===== config.mk =====
export PLATFORM = sky130hd
export DESIGN_NAME = tick_offset_timer
export DESIGN_NICKNAME = d
export VERILOG_FILES = /design/src/rtl/tick_pkg.sv /design/src/rtl/tick_offset_core.sv /design/src/rtl/tick_cmp_unit.sv /design/src/rtl/tick_offset_timer.sv
export SDC_FILE = /design/constraint.sdc
export NUM_CORES = 1
export LEC_CHECK = 0
export BUFFER_PORTS_ARGS = -buffer_cell sky130_fd_sc_hd__buf_2
export CAP_MARGIN = 20
export CORE_UTILIZATION = 36
export DETAILED_ROUTE_END_ITERATION = 6
export PLACE_DENSITY_LB_ADDON = 0.12
export SYNTH_ARGS = -nofsm -noshare
export SYNTH_HDL_FRONTEND = slang
export SYNTH_SLANG_ARGS = --single-unit

===== constraint.sdc =====
create_clock -name clk -period 5.09 [get_ports clk]
set_clock_uncertainty 0.05 [all_clocks]
set_input_delay 1.018 -clock clk [delete_from_list [all_inputs] [get_ports clk]]
set_output_delay 1.018 -clock clk [all_outputs]
set_load 0.05 [all_outputs]

===== src/rtl/tick_pkg.sv =====
package tick_pkg;
  localparam int SELW     = 3;
  localparam int NCMP     = 3;
  localparam int CMP_BASE = 2;

  typedef enum logic [SELW-1:0] {
    RS_TICK  = 3'd0,
    RS_STICK = 3'd1,
    RS_TCMP  = 3'd2,
    RS_SCMP  = 3'd3,
    RS_HCMP  = 3'd4
  } tsel_e;

  function automatic logic is_count_sel(input logic [SELW-1:0] s);
    return (s == RS_TICK) || (s == RS_STICK);
  endfunction
endpackage


===== src/rtl/tick_offset_core.sv =====
module tick_offset_core #(
  parameter int W = 64
) (
  input  logic           clk,
  input  logic           rst,
  input  logic           inc,
  input  logic           wr,
  input  logic [W-1:0]   wr_data,
  output logic [W-2:0]   cur_val,
  output logic           top_q
);
  localparam int VW = W - 1;

  logic [VW-1:0] cnt_q;
  logic [VW-1:0] off_q;

  assign cur_val = cnt_q + off_q;

  always_ff @(posedge clk) begin
    if (rst) begin
      cnt_q <= '0;
      off_q <= '0;
      top_q <= 1'b1;
    end else begin
      cnt_q <= cnt_q + VW'(inc);
      if (wr) begin
        off_q <= wr_data[VW-1:0] - cnt_q;
        top_q <= wr_data[W-1];
      end
    end
  end

  assert_inc_R2: assert property (@(posedge clk) disable iff (rst)
    (!wr && inc) |=> (cur_val == $past(cur_val) + VW'(1)) && $stable(top_q));
  assert_hold_R2: assert property (@(posedge clk) disable iff (rst)
    (!wr && !inc) |=> $stable(cur_val) && $stable(top_q));
  assert_write_R3: assert property (@(posedge clk) disable iff (rst)
    wr |=> (cur_val == $past(wr_data[VW-1:0]) + VW'($past(inc)))
           && (top_q == $past(wr_data[W-1])));
endmodule


===== src/rtl/tick_cmp_unit.sv =====
module tick_cmp_unit #(
  parameter int W = 64
) (
  input  logic         clk,
  input  logic         rst,
  input  logic         wr,
  input  logic [W-1:0] wr_data,
  input  logic [W-2:0] cur_val,
  input  logic         clr,
  output logic [W-1:0] cmp_q,
  output logic         irq_q
);
  logic hit;

  assign hit = !cmp_q[W-1] && (cmp_q[W-2:0] == cur_val);

  always_ff @(posedge clk) begin
    if (rst) begin
      cmp_q <= '0;
      irq_q <= 1'b0;
    end else begin
      if (wr) cmp_q <= wr_data;
      if (hit)      irq_q <= 1'b1;
      else if (clr) irq_q <= 1'b0;
    end
  end

  assert_sticky_R7: assert property (@(posedge clk) disable iff (rst)
    (irq_q && !clr) |=> irq_q);
  assert_masked_R8: assert property (@(posedge clk) disable iff (rst)
    (cmp_q[W-1] && !irq_q) |=> !irq_q);
  assert_rise_R7: assert property (@(posedge clk) disable iff (rst)
    $rose(irq_q) |-> $past(cmp_q[W-2:0] == cur_val));
endmodule


===== src/rtl/tick_offset_timer.sv =====
module tick_offset_timer
  import tick_pkg::*;
#(
  parameter int W = 64
) (
  input  logic                clk,
  input  logic                rst,
  input  logic                tick_inc,
  input  logic                wr_en,
  input  logic [SELW-1:0]     wr_sel,
  input  logic [W-1:0]        wr_data,
  input  logic [SELW-1:0]     rd_sel,
  output logic [W-1:0]        rd_data,
  input  logic [NCMP-1:0]     irq_clr,
  output logic [NCMP-1:0]     irq
);
  logic [W-2:0] cur_val;
  logic         top_q;
  logic [W-1:0] cmp_arr [NCMP];
  logic [W-1:0] rd_next;

  tick_offset_core #(.W(W)) core_i (
    .clk(clk), .rst(rst), .inc(tick_inc),
    .wr(wr_en && is_count_sel(wr_sel)),
    .wr_data(wr_data), .cur_val(cur_val), .top_q(top_q)
  );

  for (genvar g = 0; g < NCMP; g++) begin : g_cmp
    localparam logic [SELW-1:0] MYSEL = SELW'(CMP_BASE + g);
    tick_cmp_unit #(.W(W)) cmp_i (
      .clk(clk), .rst(rst),
      .wr(wr_en && (wr_sel == MYSEL)),
      .wr_data(wr_data), .cur_val(cur_val), .clr(irq_clr[g]),
      .cmp_q(cmp_arr[g]), .irq_q(irq[g])
    );
  end

  always_comb begin
    rd_next = '0;
    if (is_count_sel(rd_sel)) begin
      rd_next = {top_q, cur_val[W-2:2], 2'b00};
    end
    for (int k = 0; k < NCMP; k++) begin
      if (rd_sel == SELW'(CMP_BASE + k)) rd_next = cmp_arr[k];
    end
  end

  always_ff @(posedge clk) begin
    if (rst) rd_data <= '0;
    else     rd_data <= rd_next;
  end

  assert_lowbits_R4: assert property (@(posedge clk) disable iff (rst)
    is_count_sel(rd_sel) |=> (rd_data[1:0] == 2'b00));
  assert_unused_R10: assert property (@(posedge clk) disable iff (rst)
    (rd_sel >= SELW'(CMP_BASE + NCMP)) |=> (rd_data == '0));
  assert_alias_R5: assert property (@(posedge clk) disable iff (rst)
    (rd_sel == RS_STICK) |=> (rd_data[W-1] == $past(top_q)));
endmodule


==> results.toml <==
[clock_network]
root_buffer = "clkbuf_16"
tritoncts = "yes"
clock-sinks = 386
clk_path_buf_depth = 3
htreeDepth = 2
cts-buffers-inserted = 48
worst_setup_hold_path_clk_slew_ns = 0.06
clock_latency_ns = 0.60

[synth]
synthesis.area_mm2 = 0.0277
ys.flop_type = "dfxtp_1"
ys_types = 98
postSynthCellCount = 3748
synth-seq-cells = 386
async_flop_share_pct = 0
synth_edf_count = 0
seq_area_frac_synth_pct = 27.9
synth_area_per_cell_um2 = 7.38
synth_fp_nets = 3953
synth.yosys.warnings = 0

[pwr]
p_leak_nw = 12.6
ir_drop_uv = 217
pwr_density_cell_mw_per_mm2 = 247

[worst_setup_path]
reg2reg_to = "g_cmp[2].cmp_i.irq_q$_SDFFE_PP0P_"
cpMaxStageDelayCell = "or4b_2"
path_class = "register to register"
critPathArrivalTime_ns = 5.50
critPathCapture = "g_cmp[2].cmp_i.irq_q$_SDFFE_PP0P_"
ff2ff_path_depth = 13
reg2reg_from = "core_i.off_q[10]$_SDFFE_PP0P_"
endpoint_kind = "register"
rrSetupSlack_ns = 0.08
critPathMaxStageDelay_ns = 0.70
cp_common_cell = "or4_1"
cp-start-kind = "register"
cp.required_ns = 5.58
crit_family = "simple AND/OR/NAND/NOR gates"
cp.depth = 13
critPathBufInv = 0
path_cells = "ha_1 -> a21oi_2 -> o21a_1 -> nor3_1 -> a211oi_4 -> o21ai_1 -> xor2_2 -> xor2_1 -> or4b_2 -> or4_1 -> or4_1 -> or4_1 -> nand2_1"
path_max_fanout = 9
cp-startpoint = "core_i.off_q[10]$_SDFFE_PP0P_"

[global_routing]
grt_pass1_wl_um = 183000
grt_pass1_vias = 27490
track_usage_pct = 31.1
grt_overflow_total = 0
antenna_found_initial = 3
grt_max_degree = 86

[die]
die_w_um = 279
dieArea_mm2 = 0.0779
rows = 101
initial_core_util_pct = 36.4
fp.coreArea_mm2 = 0.0759
pin_count = 144
fp.dieH_um = 279

[run_status]
status = "finished clean"

[flow_run]
cap_violations = 0

[cells_and_area]
antenna_cells = 0
final_common_cell = "nand2_1"
layout_common_cells = "683 x nand2_1, 472 x a21oi_1, 386 x dfxtp_1"
nets = 4169
drive_above_1_share_pct = 13.7
nFillCells = 8069
synthToLayoutAreaGrowth_pct = 17.0

[detailed_routing]
drtIter0Drc = 2645
drc_errors = 0
first_pass_iters = 6
num_vias = 28750
drtAntennaViolNets = 0
routed_via_density = 5.71
wl_per_cell_um = 24.6
routed_wl_um = 124000

[sta]
whs_ns = 0.389
setup_viol = 0
rsz0062_at_grt = "false"
max_freq_mhz = 200
drv_slew = 0
hold_viol = 0
worstMarginPinSlew_ns = 1.11
min_period_ns = 5.01
maxSlewHeadroom_pct = 26.2
tns_ns = 0
final.period_utilization_pct = 98.4

[placed_design]
gp_congestion = 0.999
place_hpwl_um = 96900
io_buffers = 143

[min_path]
hold_path_class = "register to register"
[worst reg2reg max path, delay by kind of cell (launching register included)]
kind / cells / cell delay [ns]
adders and majority gates: 1 / 0.43
AOI/OAI and AO/OA: 4 / 1.22
and+or+nand+nor: 6 / 2.42
xor gates and xnor gates: 2 / 0.52
DFF: 1 / 0.32
[layer usage]
layer  track usage [%]  share of wire, %
met1              41.8                45
met4              11.4               3.7
met2              50.7                46
met5                 0             0.031
met3              3.97               6.1
[metrics by stage]
| step | area [µm²] | instances | power [W] | util [%] | setup slack [ns] |
|---|---|---|---|---|---|
| after floorplan | 27700 | 3748 | 0.00398 | - | 0.605 |
| after global placement | 30700 | 4942 | 0.00457 | 40.4 | 0.0124 |
| after detailed placement | 30700 | 4942 | 0.00456 | 40.4 | 0.0335 |
| after CTS | 32300 | 5029 | 0.00800 | 42.5 | 0.0156 |
| after global routing | 32400 | 5031 | 0.00824 | 42.6 | 0.00553 |
| final | 32400 | 5031 | 0.00798 | 42.6 | 0.0835 |
[Yosys cell counts (all sizes together), types with 72 or more instances]
cell	n	area, µm²
a21oi	477	2420
clkbuf	173	649
dfxtp	386	7730
ha	126	1580
inv	100	375
nand2	684	2570
nand3	79	395
nand4	72	457
nor2	318	1190
nor3	87	435
o21ai	146	749
xnor2	208	1840
xor2	110	963
[what timing repair did]
item                                   CTS  global route
hold buffers                             0             0
endpoints found under the hold margin    0             0
setup endpoints to repair                0             3
gates resized for setup                  0            12
setup buffers                            0             2
[worst min-delay path by stage]
stage                                            from                                end  slack (ns)  cells after the start
finish              g_cmp[1].cmp_i.irq_q$_SDFFE_PP0P_  g_cmp[1].cmp_i.irq_q$_SDFFE_PP0P_        0.39                      2
global route        g_cmp[1].cmp_i.irq_q$_SDFFE_PP0P_  g_cmp[1].cmp_i.irq_q$_SDFFE_PP0P_        0.41                      2
CTS                 g_cmp[1].cmp_i.irq_q$_SDFFE_PP0P_  g_cmp[1].cmp_i.irq_q$_SDFFE_PP0P_        0.39                      2
detailed placement  g_cmp[1].cmp_i.irq_q$_SDFFE_PP0P_  g_cmp[1].cmp_i.irq_q$_SDFFE_PP0P_        0.38                      2
global placement    g_cmp[1].cmp_i.irq_q$_SDFFE_PP0P_  g_cmp[1].cmp_i.irq_q$_SDFFE_PP0P_        0.38                      2
floorplan           g_cmp[0].cmp_i.irq_q$_SDFFE_PP0P_  g_cmp[0].cmp_i.irq_q$_SDFFE_PP0P_        0.37                      2
[layout make-up]
class | count | area, µm² | area share [%]
clock buffer | 75 | 1440 | 4.46
clock inverter | 12 | 123 | 0.379
inverter | 101 | 379 | 1.17
multi-input combinational | 3036 | 18700 | 57.9
sequential | 386 | 7730 | 23.9
tap | 1030 | 1290 | 3.98
timing repair buffer | 391 | 2660 | 8.21
[sequential cells by signal, summed over array words and instances (netlist names)]
| signal | flops |
|---|---|
| g_cmp.cmp_i.cmp_q | 192 |
| rd_data | 64 |
| core_i.cnt_q | 63 |
| core_i.off_q | 63 |
| g_cmp.cmp_i.irq_q | 3 |
| core_i.top_q | 1 |
[logic make-up (layout without fill, tap and decap cells)]
| kind of cell | count (synthesis) | count (layout) | share of synthesized area [%] |
|---|---|---|---|
| fa+ha+maj | 128 | 128 | 5.85 |
| xor+xnor | 335 | 335 | 11.5 |
| buf+inv | 326 | 579 | 4.72 |
| flops | 386 | 386 | 27.9 |
| compound gates | 1024 | 1024 | 23.1 |
| mux | 72 | 72 | 2.70 |
| simple gates | 1477 | 1477 | 24.1 |
[where the power goes]
part           internal [W]  switching, W  leakage (nW)
Combinational      0.000487      0.000885          8.67
Sequential          0.00309     0.0000619          3.12
Clock               0.00204       0.00141         0.767
Total               0.00562       0.00236          12.6
Power figures use the tool's default switching activity.
